`src/rtl/mmc_pkg.sv`:
```
// Package: shared constants, types and region lookup for the memory map
// controller. Assumes a 16-bit CPU space split at fixed boundaries.
package mmc_pkg;

    localparam int CPU_AW    = 16;
    localparam int DW        = 8;
    localparam int FIELD_W   = 2;
    localparam int N_REGION  = 4;
    localparam int PHYS_AW   = CPU_AW + FIELD_W;
    localparam int PORT_IW   = 2;

    localparam logic [CPU_AW-1:0] BASE_R1    = 16'h4000;
    localparam logic [CPU_AW-1:0] BASE_R2    = 16'h9000;
    localparam logic [CPU_AW-1:0] BASE_R3    = 16'hC000;
    localparam logic [CPU_AW-1:0] HOLE_BASE  = 16'hF000;
    localparam logic [CPU_AW-1:0] PORT_BASE  = 16'hF800;

    localparam logic [FIELD_W-1:0] ROM_PAGE  = 2'd1;
    localparam logic [FIELD_W-1:0] FIELD_ROM = 2'd0;
    localparam logic [DW-1:0]      FLOAT_VAL = 8'hFF;

    typedef enum logic [2:0] {
        TGT_NONE  = 3'd0,
        TGT_ROM   = 3'd1,
        TGT_RAM   = 3'd2,
        TGT_PORT  = 3'd3,
        TGT_FLOAT = 3'd4
    } tgt_e;

    // Returns the region index an address falls in
    function automatic logic [1:0] region_of(input logic [CPU_AW-1:0] a);
        if (a < BASE_R1)      return 2'd0;
        else if (a < BASE_R2) return 2'd1;
        else if (a < BASE_R3) return 2'd2;
        else                  return 2'd3;
    endfunction

endpackage

```
`src/rtl/mmc_cfg_regs.sv`:
```
// Module: map and color registers with read-back and color decode.
// Assumes a single write port; the decoded colors are combinational.
module mmc_cfg_regs
    import mmc_pkg::*;
#(
    parameter int DATA_W = DW,
    parameter int COL_W  = 3
) (
    input  logic              clk,
    input  logic              rst_n,
    input  logic              wr_en,
    input  logic              sel,
    input  logic [DATA_W-1:0] wdata,
    output logic [DATA_W-1:0] rdata,
    output logic [DATA_W-1:0] map_q,
    output logic [COL_W-1:0]  col_a,
    output logic [COL_W-1:0]  col_b,
    output logic [COL_W-1:0]  col_bg
);

    logic [DATA_W-1:0] map_r;
    logic [DATA_W-1:0] col_r;

    // Register update: reset clears both, a write loads the selected one
    always_ff @(posedge clk) begin
        if (!rst_n) begin
            map_r <= '0;
            col_r <= '0;
        end else if (wr_en) begin
            if (sel) col_r <= wdata;
            else     map_r <= wdata;
        end
    end

    // Read-back mux and color field extraction
    always_comb begin
        rdata  = sel ? col_r : map_r;
        map_q  = map_r;
        col_a  = col_r[COL_W-1:0];
        col_b  = col_r[2*COL_W-1:COL_W];
        col_bg = {col_r[DATA_W-1], 1'b0, col_r[DATA_W-2]};
    end

    p_map_hold_r9: assert property (@(posedge clk) disable iff (!rst_n)
        !(wr_en && !sel) |=> $stable(map_r));
    p_col_hold_r7: assert property (@(posedge clk) disable iff (!rst_n)
        !(wr_en && sel) |=> $stable(col_r));
    p_reset_clear_r6: assert property (@(posedge clk) disable iff (!rst_n)
        $past(!rst_n) |-> (map_r == '0 && col_r == '0));

endmodule

```
`src/rtl/mmc_field_map.sv`:
```
// Module: translates one region's 2-bit field into a physical address.
// Assumes field 0 means ROM and values 1..3 mean RAM pages 0..2.
module mmc_field_map
    import mmc_pkg::*;
#(
    parameter int AW = CPU_AW,
    parameter int FW = FIELD_W
) (
    input  logic [FW-1:0]    field,
    input  logic [AW-1:0]    addr,
    output logic             is_ram,
    output logic [AW+FW-1:0] phys
);

    // Page arithmetic: ROM sits at a fixed page, RAM at field minus one
    always_comb begin
        is_ram = (field != FIELD_ROM);
        if (is_ram) phys = {field - FW'(1), addr};
        else        phys = {ROM_PAGE, addr};
    end

endmodule

```
`src/rtl/mmc_addr_router.sv`:
```
// Module: picks the region for a CPU address, runs one field decoder per
// region, and carves the top region into ROM, hole and port window when
// its field is 0. Assumes the map value is stable during the access.
module mmc_addr_router
    import mmc_pkg::*;
#(
    parameter int AW  = CPU_AW,
    parameter int FW  = FIELD_W,
    parameter int NR  = N_REGION,
    parameter int MW  = FW * NR
) (
    input  logic           clk,
    input  logic           rst_n,
    input  logic [MW-1:0]  map_q,
    input  logic           req,
    input  logic [AW-1:0]  addr,
    output tgt_e           tgt,
    output logic [AW+FW-1:0] phys
);

    localparam int PW = AW + FW;

    logic [NR-1:0]  ram_v;
    logic [PW-1:0]  phys_v [NR];
    logic [1:0]     ridx;

    // One decoder per region field
    for (genvar g = 0; g < NR; g++) begin : g_field
        mmc_field_map #(.AW(AW), .FW(FW)) u_fm (
            .field  (map_q[g*FW +: FW]),
            .addr   (addr),
            .is_ram (ram_v[g]),
            .phys   (phys_v[g])
        );
    end

    // Target selection including the top-region peripheral carve-out
    always_comb begin
        ridx = region_of(addr);
        phys = phys_v[ridx];
        if (!req) begin
            tgt = TGT_NONE;
        end else if (ram_v[ridx]) begin
            tgt = TGT_RAM;
        end else if (ridx == 2'd3 && addr >= PORT_BASE) begin
            tgt = TGT_PORT;
        end else if (ridx == 2'd3 && addr >= HOLE_BASE) begin
            tgt = TGT_FLOAT;
        end else begin
            tgt = TGT_ROM;
        end
    end

    p_port_top_r5: assert property (@(posedge clk) disable iff (!rst_n)
        (tgt == TGT_PORT) |-> (map_q[MW-1 -: FW] == FIELD_ROM && addr[AW-1 -: 5] == 5'h1F));
    p_hole_top_r4: assert property (@(posedge clk) disable iff (!rst_n)
        (tgt == TGT_FLOAT) |-> (map_q[MW-1 -: FW] == FIELD_ROM && addr[AW-1 -: 5] == 5'h1E));
    p_idle_r11: assert property (@(posedge clk) disable iff (!rst_n)
        !req |-> (tgt == TGT_NONE));

endmodule

```
`src/rtl/mmc_bank_ctrl.sv`:
```
// Module: top of the memory map controller. Combines the register file,
// the address router and the strobe/read-data generation.
// Assumes ROM/RAM and port read data are valid in the access cycle.
module mmc_bank_ctrl
    import mmc_pkg::*;
#(
    parameter int AW     = CPU_AW,
    parameter int DATA_W = DW,
    parameter int FW     = FIELD_W,
    parameter int PIW    = PORT_IW,
    parameter int COL_W  = 3
) (
    input  logic              clk,
    input  logic              rst_n,
    input  logic              reg_wr_en,
    input  logic              reg_sel,
    input  logic [DATA_W-1:0] reg_wdata,
    output logic [DATA_W-1:0] reg_rdata,
    input  logic              cpu_req,
    input  logic              cpu_wr,
    input  logic [AW-1:0]     cpu_addr,
    input  logic [DATA_W-1:0] mem_rdata,
    input  logic [DATA_W-1:0] port_rdata,
    output logic [AW+FW-1:0]  phys_addr,
    output logic              rom_sel,
    output logic              ram_sel,
    output logic              mem_we,
    output logic              port_cs,
    output logic              port_we,
    output logic [PIW-1:0]    port_reg,
    output logic              float_sel,
    output logic [DATA_W-1:0] cpu_rdata,
    output logic [COL_W-1:0]  fg_a,
    output logic [COL_W-1:0]  fg_b,
    output logic [COL_W-1:0]  bg_idx
);

    logic [DATA_W-1:0] map_q;
    tgt_e              tgt;

    mmc_cfg_regs #(.DATA_W(DATA_W), .COL_W(COL_W)) u_regs (
        .clk    (clk),
        .rst_n  (rst_n),
        .wr_en  (reg_wr_en),
        .sel    (reg_sel),
        .wdata  (reg_wdata),
        .rdata  (reg_rdata),
        .map_q  (map_q),
        .col_a  (fg_a),
        .col_b  (fg_b),
        .col_bg (bg_idx)
    );

    mmc_addr_router #(.AW(AW), .FW(FW), .NR(DATA_W / FW)) u_route (
        .clk   (clk),
        .rst_n (rst_n),
        .map_q (map_q),
        .req   (cpu_req),
        .addr  (cpu_addr),
        .tgt   (tgt),
        .phys  (phys_addr)
    );

    // Select lines, write strobes and read-data return
    always_comb begin
        rom_sel   = (tgt == TGT_ROM);
        ram_sel   = (tgt == TGT_RAM);
        port_cs   = (tgt == TGT_PORT);
        float_sel = (tgt == TGT_FLOAT);
        mem_we    = ram_sel && cpu_wr;
        port_we   = port_cs && cpu_wr;
        port_reg  = cpu_addr[PIW-1:0];
        case (tgt)
            TGT_ROM, TGT_RAM: cpu_rdata = mem_rdata;
            TGT_PORT:         cpu_rdata = port_rdata;
            default:          cpu_rdata = FLOAT_VAL;
        endcase
    end

    p_one_target_r4: assert property (@(posedge clk) disable iff (!rst_n)
        $onehot0({rom_sel, ram_sel, port_cs, float_sel}));
    p_rom_no_write_r3: assert property (@(posedge clk) disable iff (!rst_n)
        rom_sel |-> !mem_we);
    p_float_data_r4: assert property (@(posedge clk) disable iff (!rst_n)
        float_sel |-> (cpu_rdata == FLOAT_VAL && !mem_we && !port_we));
    p_mem_data_r10: assert property (@(posedge clk) disable iff (!rst_n)
        (rom_sel || ram_sel) |-> (cpu_rdata == mem_rdata));

endmodule

```
`config.mk`:
```
export PLATFORM = sky130hd
export DESIGN_NAME = mmc_bank_ctrl
export DESIGN_NICKNAME = d
export VERILOG_FILES = /design/src/rtl/mmc_pkg.sv /design/src/rtl/mmc_cfg_regs.sv /design/src/rtl/mmc_field_map.sv /design/src/rtl/mmc_addr_router.sv /design/src/rtl/mmc_bank_ctrl.sv
export SDC_FILE = /design/constraint.sdc
export NUM_CORES = 1
export LEC_CHECK = 0
export ABC_AREA = 1
export CAP_MARGIN = 10
export CORE_UTILIZATION = 36
export DETAILED_ROUTE_END_ITERATION = 16
export GPL_ROUTABILITY_DRIVEN = 0
export PLACE_DENSITY = 0.85
export SLEW_MARGIN = 20
export SYNTH_ARGS = -nofsm -noshare
export SYNTH_HDL_FRONTEND = slang
export SYNTH_SLANG_ARGS = --single-unit
```
`constraint.sdc`:
```
create_clock -name clk -period 2.44 [get_ports clk]
set_input_delay 0.244 -clock clk [delete_from_list [all_inputs] [get_ports clk]]
set_output_delay 0.244 -clock clk [all_outputs]
set_load 0.02 [all_outputs]
```
# Yosys cells after proc, flatten, opt, wreduce, memory -nomap -nowiden
# Cells that the tools add are included.
# word_totals
register_bits,16
in_bits,46
output_inout_bits,51
word_cells,49
# classes
addsub,4
n_lt_le_gt_ge,7
n_eq_ne,5
mux,18
bitwise,2
n_reduce_logical,11
# op_table
cell,count
$mux 18,6
$bmux 18 s2,1
$ge 16x16->1 const B,2
$lt 16x16->1 const B,2
$lt 16x15->1 const B,1
$pmux 8 s2,1
$mux 3,4
$mux 8,1
$reduce_bool 2->1,4
$sub 2x1->2 const B,4
$eq 3x2->1 const B,2
$logic_and 1x1->1,4
$mux 2,2
$reduce_and 2->1,2
$eq 3x1->1 const B,1
$eq 3x3->1 const B,1
$ge 3x3->1 const B,1
$lt 2x3->1 const B,1
$not 2->3,1
$bmux 1 s2,1
$eq 2x2->1 const B,1
$mux 1,2
$reduce_or 2->1,1
$not 1->1,1

# Depth between registers and ports, before layout
# depth
word_depth,13
ltp_mapped,11
ltp_nobuf,11

# Cells and area by module
# From an unflattened synthesis, not the netlist that was laid out.
# hier_totals
cells_unflattened,427
area_unflattened_um2,2539.9
# modules_own_cells
module,instances,cells_each,area_each_um2,seq_area_each_um2
mmc_addr_router,1,166,902.1,0.0
mmc_cfg_regs,1,116,782.0,320.3
mmc_field_map,4,21,138.9,0.0
mmc_bank_ctrl,1,61,300.3,0.0

# Least setup slack after synthesis
# OpenSTA, ideal clock, no wires.
# synth_timing
kind,input to output
startpoint,in cpu_addr[12]
endpoint,out port_we
arrival_time_ns,1.230
required_time_ns,2.196
setup_slack_ns,0.966
path_stages,8
n_path_buf,1
path_cell_list,nor2_2 nand2_1 nand3_1 nand3_4 nand2_4 buf_8 nand3_1 nor2_1
# synth_between
elab_chain_cells,12
elab_cells_between_ends,19
cone_classes,order compare (5); eq/ne (2); mux (9); reduce/logical (3)
# synth_lines
element,line,rtl
start: declaration,mmc_bank_ctrl.sv:21,"input logic [AW-1:0] cpu_addr,"
$lt 16x16->1,mmc_pkg.sv:34,else if (a < BASE_R3) return 2'd2;
$mux 1,mmc_pkg.sv:34,
$mux 2,mmc_pkg.sv:33,else if (a < BASE_R2) return 2'd1;
$mux 2,mmc_pkg.sv:32,if (a < BASE_R1) return 2'd0;
$eq 2x2->1,"mmc_addr_router.sv:45, mmc_addr_router.sv:47",
$logic_and 1x1->1,mmc_addr_router.sv:47,end else if (ridx == 2'd3 && addr >= HOLE_BASE) begin
$mux 3,mmc_addr_router.sv:47,
$mux 3,mmc_addr_router.sv:45,end else if (ridx == 2'd3 && addr >= PORT_BASE) begin
$mux 3 (*),mmc_addr_router.sv:43,end else if (ram_v[ridx]) begin
$mux 3 (*),mmc_addr_router.sv:41,if (!req) begin
$eq 3x2->1 (*),mmc_bank_ctrl.sv:68,port_cs = (tgt == TGT_PORT);
$logic_and 1x1->1 (*),mmc_bank_ctrl.sv:71,port_we = port_cs && cpu_wr;
end: declaration,mmc_bank_ctrl.sv:29,"output logic port_we,"
# Mark *: on every way between the ends. The rest lies on a longest branch, timed or not. The select of a mux whose other input is x is not followed.

# Worst setup path in the final report
# layout_timing
startpoint,in cpu_addr[14]
endpoint,out phys_addr[16]
# layout_between
elab_chain_cells,8
elab_cells_between_ends,10
cone_classes,order compare (3); mux (6); bitwise (1)
# layout_lines
element,line,rtl
$lt 16x16->1,mmc_pkg.sv:34,
$mux 1,mmc_pkg.sv:34,
$mux 2,mmc_pkg.sv:33,
$mux 2 (*),mmc_pkg.sv:32,
$not 2->3 (not written as such) (*),mmc_addr_router.sv:40,phys = phys_v[ridx];
$bmux 18 s2 (*),mmc_addr_router.sv:40,
$mux 18 (not written as such) (*) (2 in a row),mmc_addr_router.sv:40,
end: declaration,mmc_bank_ctrl.sv:24,"output logic [AW+FW-1:0] phys_addr,"
# Marks and branches as above.

==> results.md <==
- The run finished with clean final reports.
- The effective utilization at floorplan is 0.3776.
- In this run the power spent charging and discharging nets is 0.2923 mW.
- When the netlist entered floorplanning its net count stood at 247.
- The critical path data required time is 2.20 ns.
- The synthesis-to-finish area growth is 53.00%.
- The internal power of the cells totals 0.5115 mW.
- TritonCTS built the clock tree.
- After detailed routing, the average wire length per cell comes to 9.829 um.
- The post-cts repair resize count is 8.
- The count of buffers from port buffering is 71.
- Of the synthesized area, sequential elements account for 0.2522.
- The root buffer cell chosen for the clock tree is clkbuf_4.
- After detailed routing, the number of remaining DRC violations is 0.
- The post-synthesis instance area is 1270 um2.
- The global-route wire length before repair is 4705 um.
- The worst clock skew on the final layout is 0 ns.
- At the pin with the least slew margin, the transition time is 0.5109 ns.
- Together, buffers and inverters on the worst path number 4.
- In the layout the commonest cells are clkdlybuf4s50_1, nand2_1, inv_1, o21ai_0, nor2_1.
- The signal on the critical path passes through clkdlybuf4s50_1, inv_2, nand2_1, nand2_2, buf_4, a21oi_1, o21ai_0, nand2_1, clkdlybuf4s50_1.
- The time the final worst path needs with I/O delays and setup is 2.266 ns.
- After filler insertion, the fill cell instance count of the layout stands at 361.
- Detailed routing inserted a total of 1382 vias.
- The source-to-sink clock delay at the later pin of the worst-skew pair is 0.28 ns.
- The worst-case headroom to the max-slew limit is 0.6583.
- The first-pass detailed-route iteration total is 4.
- The leakage power figure is 0.9359 nW.
- For this block, wires on met1 add up to 1269 um.
- The max-slew violation count is 0.
- The leading area contributor after synthesis is dfxtp_1.
- The aggregate routed wire length is 2988 um.
- Among cell families on the critical path, the largest total delay comes from buffers and inverters.
- Entering global routing, the biggest net connects 18 pins.
- The total of flip-flops plus latches after synthesis is 16.
- The delay of the slowest critical-path stage is 0.61 ns.
- For flop-to-flop paths, the worst setup slack is 1.80 ns.
- The total overflow left after global routing is 0.
- The number of global-route vias before repair is 1157.
- The die is 61.40 um wide.
- In this run, distinct cell masters in the synthesized netlist total 23.
- The HPWL reported at the end of detailed placement is 2397 um.
- The areal power density over the cells is 413.6 nW/um2.
- The die covers 3769 um2.
- STA classifies the critical path endpoint as an output port.
- The total routing usage reported by global routing is 0.1606.
- The largest fanout on the critical path is 4.
- In the post-synthesis netlist, the biggest area contributors are dfxtp_1, nand2_1, buf_4, o21ai_0, inv_1.
- The number of max-cap violations is 0.
- The number of instances on the worst hold path is 2.
- The number of synthesis warnings is 0.
- The worst hold path belongs to the class reg -> reg.
- The clock network fraction of total power is 0.167.
- The clock transition at the register clock pins on the worst setup and hold paths after CTS is 0.09 ns.
- The library cell used most frequently in the layout, excluding fill and tap cells, is clkdlybuf4s50_1.
- For this run, the top clock speed supported by timing is 0.4412 GHz.
- In the final timing run, aggregate negative setup slack is 0 ns.
- From bottom edge to top edge, the die measures 61.40 um.
- The fraction of final layout cells sized beyond drive strength 1 is 0.1047.
- The mean instance size in the synthesized netlist is 6.318 um2.
- Of the total power, the share spent switching nets is 0.3637.
- The worst hold path terminates at u_regs.map_q[1].
- The count of inserted antenna diode cells is 0.
- The core footprint is 3363 um2.
- The startpoint class of the critical path is an input port.
- Counting every sink on the clock net gives 16.
- The final cell utilization of the core is 0.5778.
- The worst-case IR drop observed on VDD is 324.2 uV.
- The number of endpoints with negative hold slack in the final report came to 0.
- The master of the slowest instance on the critical path is clkdlybuf4s50_1.
- Buffers inserted during clock tree synthesis total 3.
- STA puts the critical path data arrival time at 2.02 ns.
- In the finished design, the share of the clock period the worst path needs comes to 0.9288.
- The depth of the worst register-to-register path is 2.
- Synthesis handed over a netlist of 201 instances.
- Setup violations remaining at the end of the flow were counted as 0.
- The highest routed metal layer is met4.
- For this run, the post-layout net count is 306.
- The number of antenna violations at the first check in global routing came to 0.
- The post-CTS setup buffer count is 0.
- The number of hold buffers added after CTS was 0.
- The category of the most critical setup path is in -> out.
- The destination of the worst register-to-register timing path is u_regs.map_q[5].
- Using the TritonRoute via totals, the vias-per-cell ratio works out to 4.546.
- The share of synthesized area in the top cell type comes to 0.2522.
- Of the total power, registers draw 0.361.
- The routed wire length on met2 is 1357 um.
- After floorplanning, the core was divided into 21 placement rows.
- The number of H-tree levels is 1.
- The sum of met3 wire segment lengths after detailed routing is 326 um.
- The clock passes through at most 2 buffers.
- The logic gate share of total power is 0.472.
- The startpoint of the lowest-slack hold path is u_regs.map_q[1].
- The DRC marker count from the first detailed-route iteration is 48.
- Pin placement for this block handled 97 I/O pins.
- The startpoint identified for the worst register-to-register timing path is u_regs.map_q[5].
- The detail route stage leaves a number of antenna-violating nets equal to 0.
-- Yosys cell counts (all sizes together) --
cell type	n
a21oi	10
a31oi	1
buf	22
clkbuf	2
conb	1
dfxtp	16
inv	27
nand2	53
nand3	9
nand4	9
nor2	26
o21ai	24
o22ai	1
-- worst max-delay path by stage --
| stage | from | endpoint | cells past startpoint |
|---|---|---|---|
| final | cpu_addr[14] | phys_addr[16] | 9 |
| after global routing | cpu_addr[12] | mem_we | 9 |
| after CTS | cpu_addr[13] | phys_addr[17] | 11 |
| after detailed placement | cpu_addr[12] | cpu_rdata[6] | 11 |
| after global placement | cpu_addr[12] | cpu_rdata[0] | 11 |
| after floorplan | cpu_addr[12] | port_we | 8 |
-- registers in the layout, summed over array words and instances (netlist names) --
name / flops
u_regs.map_q: 8
u_regs.col_r: 8
-- layout make-up --
type                    instances  area, um2  share of cell area
repair buffers                 78      765.7              0.3941
inverters                      27      101.3             0.05216
multi-input cells             134      675.6              0.3477
flip-flops and latches         16      320.3              0.1648
clock buffers                   3      22.52             0.01159
well taps                      46      57.56             0.02962
-- per-stage QoR --
stage          cell area [um2]  worst slack [ns]  power, mW  hold slack (ns)  instances
3_3_place_gp              1909          -0.02810     0.6857           0.4710        301
3_5_place_dp              1909          -0.05926     0.6891           0.4757        301
2_1_floorplan             1270            0.9656     0.5446           0.3824        201
4_1_cts                   1922           0.01266     0.8068           0.4881        304
6_report                  1943            0.1736     0.8038           0.4821        304
5_1_grt                   1943         -0.002477     0.8653           0.4880        304
-- power groups by stage --
stage                     Clock [mW]  Sequential, mW  Combinational (mW)
after floorplan                    0           0.305               0.240
after global placement             0           0.296               0.390
after detailed placement           0           0.296               0.393
after CTS                      0.138           0.290               0.379
after global routing           0.154           0.292               0.419
final                          0.134           0.290               0.380
-- kinds of logic after synthesis --
logic type | count (synthesis) | synth area share
and+or+nand+nor | 97 | 0.3783
buffers and inverters | 51 | 0.2227
AOI/OAI and AO/OA | 36 | 0.1439
DFF | 16 | 0.2522
other | 1 | 0.002953
-- worst min-delay path: cells and delay by family (launching register included) --
kind / cells / cell delay, ns
AOI/OAI and AO/OA: 1 / 0.06
buffers and inverters: 1 / 0.07
DFF: 1 / 0.31
-- routing by layer --
metal | up-vias | global-route usage
met1 | 585 | 0.1987
met2 | 58 | 0.2826
li1 | 736 | -
met3 | 3 | 0.03151
met5 | - | 0
met4 | 0 | 0.04762
(Power assumes the default switching activity.)
